**src/rtl/cs_gen_pkg.sv**
```systemverilog
package cs_gen_pkg;
  typedef enum logic [1:0] {
    CSM_ADDR  = 2'b00,
    CSM_READ  = 2'b01,
    CSM_WRITE = 2'b10,
    CSM_RDWR  = 2'b11
  } cs_mode_e;
endpackage

```
**src/rtl/cs_win_match.sv**
```systemverilog
module cs_win_match #(
  parameter int AW  = 24,
  parameter int SZW = 5
) (
  input  logic [AW-1:0]  addr_i,
  input  logic [AW-1:0]  base_i,
  input  logic [SZW-1:0] size_i,
  output logic           hit_o
);
  logic [AW-1:0] bit_ok;

  // bits below the window size are ignored, the rest must agree
  for (genvar b = 0; b < AW; b++) begin : g_bit
    assign bit_ok[b] = (addr_i[b] == base_i[b]) || (SZW'(b) < size_i);
  end

  assign hit_o = &bit_ok;
endmodule

```
**src/rtl/cs_prio_pick.sv**
```systemverilog
module cs_prio_pick #(
  parameter int N = 5
) (
  input  logic [N-1:0] req_i,
  output logic [N-1:0] grant_o
);
  logic found;

  always_comb begin
    grant_o = '0;
    found   = 1'b0;
    for (int i = 0; i < N; i++) begin
      if (req_i[i] && !found) begin
        grant_o[i] = 1'b1;
        found      = 1'b1;
      end
    end
  end
endmodule

```
**src/rtl/cs_line_ctrl.sv**
```systemverilog
module cs_line_ctrl
  import cs_gen_pkg::*;
(
  input  logic     clk,
  input  logic     rst_n,
  input  logic     sel_i,
  input  logic     ale_fall_i,
  input  cs_mode_e mode_i,
  input  logic     rd_i,
  input  logic     wr_i,
  input  logic     boot_i,
  input  logic     hold_i,
  input  logic     en_i,
  output logic     cs_n_o,
  output logic     oe_o
);
  logic strobe_ok;
  logic cs_act;
  logic cs_n_d;
  logic oe_d;

  always_comb begin
    unique case (mode_i)
      CSM_ADDR:  strobe_ok = 1'b1;
      CSM_READ:  strobe_ok = rd_i;
      CSM_WRITE: strobe_ok = wr_i;
      default:   strobe_ok = rd_i | wr_i;
    endcase
    cs_act = !hold_i && (boot_i || (sel_i && strobe_ok));
    cs_n_d = ~cs_act;
    oe_d   = en_i | boot_i;
  end

  always_ff @(posedge clk or negedge rst_n) begin
    if (!rst_n) begin
      cs_n_o <= 1'b1;
      oe_o   <= 1'b0;
    end else begin
      cs_n_o <= cs_n_d;
      oe_o   <= oe_d;
    end
  end


  addr_hold_chk: assert property (@(posedge clk) disable iff (!rst_n)
    (mode_i == CSM_ADDR && !ale_fall_i && !hold_i && !cs_n_o) |=> !cs_n_o);


  read_gate_chk: assert property (@(posedge clk) disable iff (!rst_n)
    (!cs_n_o && $past(mode_i) == CSM_READ && !$past(boot_i)) |-> $past(rd_i));


  write_gate_chk: assert property (@(posedge clk) disable iff (!rst_n)
    (!cs_n_o && $past(mode_i) == CSM_WRITE && !$past(boot_i)) |-> $past(wr_i));
endmodule

```
**src/rtl/cs_gen.sv**
```systemverilog
module cs_gen
  import cs_gen_pkg::*;
#(
  parameter  int NCH = 5,
  parameter  int AW  = 24,
  localparam int SZW = $clog2(AW + 1)
) (
  input  logic               clk,
  input  logic               rst_n,
  input  logic               single_chip_i,
  input  logic               ale_i,
  input  logic               rd_i,
  input  logic               wrh_i,
  input  logic               wrl_i,
  input  logic [AW-1:0]      addr_i,
  input  logic [NCH-1:0]     chan_en_i,
  input  logic [NCH*AW-1:0]  win_base_i,
  input  logic [NCH*SZW-1:0] win_size_i,
  input  logic [2*NCH-1:0]   mode_i,
  input  logic               hold_ack_i,
  output logic [NCH-1:0]     cs_n_o,
  output logic [NCH-1:0]     cs_oe_o
);
  logic           ale_q;
  logic           ale_fall;
  logic [NCH-1:0] win_hit;
  logic [NCH-1:0] req;
  logic [NCH-1:0] grant;
  logic [NCH-1:0] sel_q;
  logic [NCH-1:0] sel_d;
  logic           boot_q;
  logic           boot_d;
  logic           boot_line;
  logic           wr_any;

  assign wr_any = wrh_i | wrl_i;

  for (genvar c = 0; c < NCH; c++) begin : g_win
    cs_win_match #(.AW(AW), .SZW(SZW)) u_match (
      .addr_i (addr_i),
      .base_i (win_base_i[AW*c +: AW]),
      .size_i (win_size_i[SZW*c +: SZW]),
      .hit_o  (win_hit[c])
    );
  end

  assign req = win_hit & chan_en_i;

  cs_prio_pick #(.N(NCH)) u_pick (
    .req_i   (req),
    .grant_o (grant)
  );

  always_comb begin
    ale_fall  = ale_q & ~ale_i;
    sel_d     = ale_fall ? grant : sel_q;
    boot_d    = boot_q & ~ale_fall;
    boot_line = boot_d & ~single_chip_i;
  end

  always_ff @(posedge clk or negedge rst_n) begin
    if (!rst_n) begin
      ale_q  <= 1'b0;
      sel_q  <= '0;
      boot_q <= 1'b1;
    end else begin
      ale_q <= ale_i;
      if (ale_fall) begin
        sel_q  <= grant;
        boot_q <= 1'b0;
      end
    end
  end

  for (genvar c = 0; c < NCH; c++) begin : g_line
    logic line_boot;
    if (c == 0) begin : g_boot
      assign line_boot = boot_line;
    end else begin : g_noboot
      assign line_boot = 1'b0;
    end

    cs_line_ctrl u_line (
      .clk        (clk),
      .rst_n      (rst_n),
      .sel_i      (sel_d[c]),
      .ale_fall_i (ale_fall),
      .mode_i     (cs_mode_e'(mode_i[2*c +: 2])),
      .rd_i       (rd_i),
      .wr_i       (wr_any),
      .boot_i     (line_boot),
      .hold_i     (hold_ack_i),
      .en_i       (chan_en_i[c]),
      .cs_n_o     (cs_n_o[c]),
      .oe_o       (cs_oe_o[c])
    );
  end


  one_line_chk: assert property (@(posedge clk) disable iff (!rst_n)
    $onehot0(~cs_n_o));


  hold_high_chk: assert property (@(posedge clk) disable iff (!rst_n)
    $past(hold_ack_i) |-> (&cs_n_o));


  undriven_high_chk: assert property (@(posedge clk) disable iff (!rst_n)
    ((~cs_oe_o & ~cs_n_o) == '0));


  no_window_chk: assert property (@(posedge clk) disable iff (!rst_n)
    (ale_fall && req == '0 && !hold_ack_i) |=> (&cs_n_o));
endmodule

```
**config.mk**
```make
export PLATFORM = sky130hd
export DESIGN_NAME = cs_gen
export DESIGN_NICKNAME = d
export VERILOG_FILES = /design/src/rtl/cs_gen_pkg.sv /design/src/rtl/cs_win_match.sv /design/src/rtl/cs_prio_pick.sv /design/src/rtl/cs_line_ctrl.sv /design/src/rtl/cs_gen.sv
export SDC_FILE = /design/constraint.sdc
export NUM_CORES = 1
export LEC_CHECK = 0
export ABC_AREA = 0
export BUFFER_PORTS_ARGS = -buffer_cell sky130_fd_sc_hd__buf_2
export CAP_MARGIN = 10
export CORE_MARGIN = 8
export CORE_UTILIZATION = 41
export DETAILED_ROUTE_END_ITERATION = 10
export PLACE_DENSITY = 0.82
export SETUP_SLACK_MARGIN = 0.5
export SYNTH_ARGS = -nofsm -noshare
export SYNTH_HDL_FRONTEND = slang
export SYNTH_HIERARCHICAL = 1
export SYNTH_SLANG_ARGS = --single-unit
```
**constraint.sdc**
```tcl
create_clock -name clk -period 1.4 [get_ports clk]
set_clock_uncertainty 0.05 [all_clocks]
set_input_delay 0.07 -clock clk [delete_from_list [all_inputs] [get_ports clk]]
set_output_delay 0.07 -clock clk [all_outputs]
set_load 0.05 [all_outputs]
```
-- Word-level counts from Yosys, hierarchy flattened
Index checks and enable logic that the tools add are counted.
- register bits after elaboration: 17
- output and inout bits: 10
- word-level logic and storage cells: 442
- magnitude comparators: 120
- equality and inequality tests: 130
- muxes and demuxes: 14
- bitwise operators: 15
- reductions and logical operators: 150
- operators by type and width (cell ; number):
    4-bit by 5-bit less-than comparator with 1-bit output, first input constant ; 40
    5-bit less-than comparator, first input constant ; 40
    1-bit logical OR ; 121
    1-bit equality test ; 120
    24-bit AND reduction ; 5
    3-bit by 5-bit less-than comparator with 1-bit output, first input constant ; 20
    1-bit by 5-bit less-than comparator with 1-bit output, first input constant ; 10
    2-bit by 5-bit less-than comparator with 1-bit output, first input constant ; 10
    1-bit one-hot mux with 3 select lines ; 5
    1-bit logical AND ; 14
    2-bit by 1-bit equality test with 1-bit output, second input constant ; 5
    2-bit equality test, second input constant ; 5
    2-bit zero test ; 5
    1-bit two-way mux ; 8
    1-bit inverter ; 8
    5-bit AND ; 1
    1-bit zero test ; 5
    5-bit two-way mux ; 1
    1-bit AND ; 3
    1-bit OR ; 3

-- Depth between registers and ports, before layout
- word-level depth: 22
- depth in mapped cells: 12

-- Modules after synthesis
Netlist, hierarchy kept.
- modules (own cells, without submodules) (module ; times used ; cells each ; area an instance (µm²) ; seq. area each (µm²)):
    cs_win_match ; 5 ; 70 ; 514.2 ; 0.0
    cs_line_ctrl ; 5 ; 8 ; 86.3 ; 51.3
    cs_gen ; 1 ; 24 ; 336.6 ; 176.4
    cs_prio_pick ; 1 ; 6 ; 55.1 ; 0.0

-- Worst setup path after synthesis
No wires, ideal clock.
- path type: in2reg
- start: in win_size_i[6]
- end: reg g_line[3].u_line.cs_n_o
- setup time: 0.084 ns
- data arrival time: 1.826 ns
- path slack: -0.560 ns
- cell stages on the path: 10
- path through: buf_4 -> a2111oi_0 -> a211oi_1 -> a41oi_1 -> nor3_1 -> and2_1 -> nor4b_2 -> mux2_4 -> nor2_1 -> a311o_1
- cells in the longest elaborated chain, start to end: 16
- elaborated cells on any way between the ends: 62
- those cells by class: order compare: 24; mux: 4; bitwise: 2; reduce/logical: 32
- ends and longest elaborated chain (item ; RTL line ; text):
    start: declaration ; cs_gen.sv:18 ; input logic [NCH*SZW-1:0] win_size_i,
    1-bit by 5-bit less-than comparator with 1-bit output, or another cell as far along ; cs_win_match.sv:14 ; assign bit_ok[b] = (addr_i[b] == base_i[b]) || (SZW'(b) < size_i);
    1-bit logical OR ; cs_win_match.sv:14 ;
    24-bit AND reduction * ; cs_win_match.sv:17 ; assign hit_o = &bit_ok;
    named net win_hit[1] ; cs_gen.sv:26 ; logic [NCH-1:0] win_hit;
    5-bit AND * ; cs_gen.sv:47 ; assign req = win_hit & chan_en_i;
    named net req[1] ; cs_gen.sv:27 ; logic [NCH-1:0] req;
    1-bit logical AND * ; cs_prio_pick.sv:13 ; if (req_i[i] && !found) begin
    1-bit two-way mux * ; cs_prio_pick.sv:13 ;
    [... 4 more ...] ; - ;
    1-bit logical AND * ; cs_prio_pick.sv:13 ;
    1-bit two-way mux * ; cs_prio_pick.sv:13 ;
    named net grant[3] ; cs_gen.sv:28 ; logic [NCH-1:0] grant;
    5-bit two-way mux * ; - ;
    named net sel_d[3] ; cs_gen.sv:30 ; logic [NCH-1:0] sel_d;
    1-bit logical AND * (2 in a row) ; cs_line_ctrl.sv:29 ; cs_act = !hold_i && (boot_i || (sel_i && strobe_ok));
    1-bit inverter * ; cs_line_ctrl.sv:30 ; cs_n_d = ~cs_act;
    named net g_line[3].u_line.cs_n_d ; cs_line_ctrl.sv:19 ; logic cs_n_d;
    end signal: assignment ; cs_line_ctrl.sv:39 ; cs_n_o <= cs_n_d;
    end: declaration ; cs_line_ctrl.sv:14 ; output logic cs_n_o,
Mark *: on every way through the listed nets, which the timed path passes. The rest lies on a longest branch.
A chain may end at the register's enable or synchronous reset.

-- Final worst setup path
- start: in addr_i[5]
- end: reg g_line[4].u_line.cs_n_o
- elaborated cells on any way between the ends: 33
- those cells by class: eq/ne: 5; mux: 6; bitwise: 2; reduce/logical: 20
- RTL lines (item ; RTL line ; text):
    start: declaration ; cs_gen.sv:15 ; input logic [AW-1:0] addr_i,
    1-bit equality test ; cs_win_match.sv:14 ;
    1-bit logical OR ; cs_win_match.sv:14 ;
    24-bit AND reduction ; cs_win_match.sv:17 ;
    named net win_hit[3] ; cs_gen.sv:26 ;
    5-bit AND ; cs_gen.sv:47 ;
    named net req[3] ; cs_gen.sv:27 ;
    1-bit logical AND ; cs_prio_pick.sv:13 ;
    1-bit two-way mux ; cs_prio_pick.sv:13 ;
    1-bit zero test ; cs_prio_pick.sv:13 ;
    1-bit logical AND ; cs_prio_pick.sv:13 ;
    1-bit two-way mux ; cs_prio_pick.sv:13 ;
    named net grant[4] ; cs_gen.sv:28 ;
    5-bit two-way mux ; - ;
    named net sel_d[4] ; cs_gen.sv:30 ;
    1-bit logical AND (2 in a row) ; cs_line_ctrl.sv:29 ;
    1-bit inverter ; cs_line_ctrl.sv:30 ;
    named net g_line[4].u_line.cs_n_d ; cs_line_ctrl.sv:19 ;
    end signal: assignment ; cs_line_ctrl.sv:39 ;
    end: declaration ; cs_line_ctrl.sv:14 ;
The timed path passes the listed nets, and every way through them passes these cells.

==> Flow_metrics.wiki <==
{| class="wikitable"
! Metric !! Value
|-
| Synthesized netlist cell count || 420
|-
| Violations in the final reports || negative hold slack, negative setup slack
|-
| Core Footprint || 0.00813 sq mm
|-
| Setup repair after global routing missed its margin || true
|-
| Number of DRC markers after the initial detailed-route iteration || 221
|-
| I/O pin count || 202
|-
| Total Wirelength || 17000 um
|-
| Status || complete, but fails checks
|-
| Peak clock frequency supported by timing || 0.514 GHz
|-
| Clock buffer depth || 2
|-
| Share of the yosys chip area belonging to registers || 0.128
|-
| Mean area per synthesized cell || 8.08 sq um
|-
| Total half-perimeter wirelength after legalization and detailed placement || 13400 um
|-
| Share of the clock period used by the worst path || 1.39
|-
| Tightest Hold Check Type || in -> reg
|-
| Wire length of the first global-routing pass || 24900 um
|-
| Cells after DPL || 783
|-
| Die extent in y || 107 um
|-
| Clock sink count || 17
|-
| Post-synthesis sequential element count || 17
|-
| Clock-pin slew reported for the worst setup and hold paths after clock tree synthesis || 60 ps
|-
| Routed length per placed instance || 21.4 um
|-
| Total negative slack || -4000 ps
|-
| Period minus WS final || 1940 ps
|-
| Worst Setup Slack post-DPL || -1040 ps
|-
| Number of rows in the core area || 33
|-
| Critical path fanouts, max || 3
|-
| Number of distinct standard cells referenced by the synthesized netlist || 41
|-
| # hold bufs at CTS || 5
|-
| Count of placed standard cells in the final layout, fillers left out || 798
|-
| Required time reported for the critical path endpoint || 1530 ps
|-
| Share of post-route cells with drive strength above 1 || 0.629
|-
| R2r setup slk || 90 ps
|-
| Largest net degree at the start of global routing || 18
|-
| Leakage || 2.83 nW
|-
| Max IR drop VDD || 0.000258 V
|-
| Startpoint of the lowest-slack hold path || chan_en_i[4]
|-
| End of the worst hold path || g_line[4].u_line/oe_o$_DFF_PN0_
|-
| Worst Hold Slack || -6.00 ps
|-
| Floorplan die area || 0.0114 sq mm
|-
| Max Cap Violations || 0
|-
| Worst flop-to-flop path startpoint || ale_q$_DFF_PN0_
|-
| Worst Path Arrival || 2070 ps
|-
| Ys Warns || 6
|-
| Port buffer count || 201
|-
| Primary FF master, synth || dfrtp_1
|-
| Antenna fix cells || 0
|-
| Number of H-tree levels || 1
|-
| Total routing resource utilization after global routing || 0.274
|-
| Total Power || 3.05 mW
|-
| Final Wtd Congestion || 0.946
|-
| Kind of end point of the critical path || register
|-
| Worst Path Class, Setup || in -> reg
|-
| Final critical-path setup slack || -544 ps
|-
| CTS tree || done
|-
| # DRC || 0
|-
| Average via count per standard cell || 5.69
|-
| Overall via count from detail_route || 4539
|-
| Post-layout nets || 886
|-
| Power per cell area || 475 mW/mm^2
|-
| Synth-to-layout area growth || 89.3%
|-
| Remaining global-route overflow || 0
|-
| Worst Setup Start Kind || input port
|-
| Total CTS buffers || 3
|-
| Clk Tree Root Cell || clkbuf_8
|-
| Number of nets with antenna violations after detailed routing || 0
|-
| Chip Width || 107 um
|-
| Instance count along the most critical hold path || 2
|-
| Number of optimization iterations in the first detailed-route pass || 5
|-
| Antenna violations before repair || 0
|-
| Clock latency at the later pin of the worst-skew pair || 250 ps
|-
| Total count of max-transition violations in the final report || 0
|-
| End of the worst register-to-register path || g_line[4].u_line/cs_n_o$_DFF_PN1_
|-
| Number of flops mapped to enable cells by yosys || 0
|-
| Number of failing hold endpoints at the final stage || 1
|-
| Number of cells on the worst reg-to-reg path || 5
|-
| Post-route core utilization || 0.790
|-
| Area of the mapped netlist || 0.00339 sq mm
|-
| Async S/R FF share, synth || 1.00
|-
| Vias in the first global route || 4918
|-
| Setup-failing EPs final || 10
|-
| Initial core utilization || 0.417
|}
[how the worst max path moves through the flow]
stage / slack (ps) / startpoint / to
after floorplan: -450 / win_size_i[15] / g_line[3].u_line/cs_n_o$_DFF_PN1_
after global placement: -900 / addr_i[11] / g_line[3].u_line/cs_n_o$_DFF_PN1_
after detailed placement: -1040 / addr_i[11] / g_line[4].u_line/cs_n_o$_DFF_PN1_
after CTS: -490 / addr_i[17] / g_line[2].u_line/cs_n_o$_DFF_PN1_
after global routing: -670 / addr_i[7] / g_line[2].u_line/cs_n_o$_DFF_PN1_
final: -540 / addr_i[5] / g_line[4].u_line/cs_n_o$_DFF_PN1_
[per-layer routing]
| metal | up-vias | track usage | wire (um) |
|---|---|---|---|
| met1 | 2137 | 0.312 | 6230 |
| met3 | 47 | 0.0702 | 1750 |
| met5 | - | 0 | 0 |
| met4 | 0 | 0.108 | 617 |
| met2 | 288 | 0.480 | 8450 |
| li1 | 2067 | - | - |
[worst max-delay path: stages]
cell	delay, ps
buf_2	140
buf_4	160
xnor2_1	130
a21oi_1	190
a211oi_2	80
a211oi_1	290
nor3_2	70
and2_4	150
nand2b_4	140
nor4_4	130
mux2_4	200
nor2_1	50
a311o_1	270
[layout make-up]
cell class,instances,area [sq um]
multi-input combinational,381,3750
timing repair buffer,280,2020
fill,515,1710
sequential,17,433
tap,105,131
inverter,11,43.8
clock buffer,3,41.3
clock inverter,1,5.00
[timing repair]
action	4_1_cts	5_1_grt
gates resized for setup	143	67
gates cloned	0	0
pin swaps	53	26
setup endpoints to repair	21	23
setup buffers	3	3
endpoints found under the hold margin	23	2
[layout by cell type, fill, tap and decap left out, types with 6 or more instances in the layout]
| cell | instances |
|---|---|
| a41oi_2 | 7 |
| dfstp_2 | 6 |
| xnor2_2 | 20 |
| xnor2_4 | 21 |
| nor2_1 | 10 |
| nand2_1 | 15 |
| xnor2_1 | 44 |
| buf_6 | 25 |
| a21oi_1 | 28 |
| buf_2 | 170 |
| inv_1 | 10 |
| nand3_1 | 10 |
| o21ai_0 | 23 |
| a211oi_2 | 10 |
| a221oi_2 | 9 |
| dfrtp_1 | 11 |
| o21ai_2 | 6 |
| buf_4 | 57 |
| and2_4 | 15 |
| buf_12 | 13 |
| a21oi_2 | 7 |
| buf_8 | 9 |
| xor2_1 | 30 |
| o21ai_1 | 16 |
| conb_1 | 12 |
[cells in the mapped netlist (all sizes together), types with 6 or more instances]
cell type,count,area [sq um]
a211oi,15,113
a21oi,35,175
a221oi,10,150
a41oi,10,87.6
and2,16,126
buf,22,163
dfrtp,11,275
dfstp,6,158
inv,11,41.3
nand2,20,87.6
nand2b,7,51.3
nand3,10,50.1
nor2,15,56.3
o21ai,45,244
or2,11,68.8
xnor2,85,744
xor2,35,307
[cell families after synthesis]
family                    Yosys count  synth area share
AOI/OAI and AO/OA                 155             0.328
xor gates and xnor gates          120             0.310
buffers and inverters              33            0.0601
DFF                                17             0.128
muxes                               5            0.0221
other                               1           0.00110
and+or+nand+nor                    89             0.151
[per-stage QoR]
stage	hold slack, ps	instance area, sq um
after floorplan	-276	3580
after global placement	-54.6	5160
after detailed placement	-47.0	5160
after CTS	-12.7	6000
after global routing	0.583	6430
final	-6.00	6430
[power breakdown]
| part | switching [mW] | total, mW | internal [mW] |
|---|---|---|---|
| clock | 0.168 | 0.365 | 0.198 |
| sequential | 0.0122 | 0.530 | 0.518 |
| combinational | 1.07 | 2.16 | 1.09 |
| total | 1.25 | 3.05 | 1.80 |
[state kept, by name, indices dropped and copies added (netlist names)]
signal                cells
ale_q                     1
boot_q                    1
g_line.u_line/cs_n_o      5
g_line.u_line/oe_o        5
sel_q                     5
(Power assumes the default switching activity.)
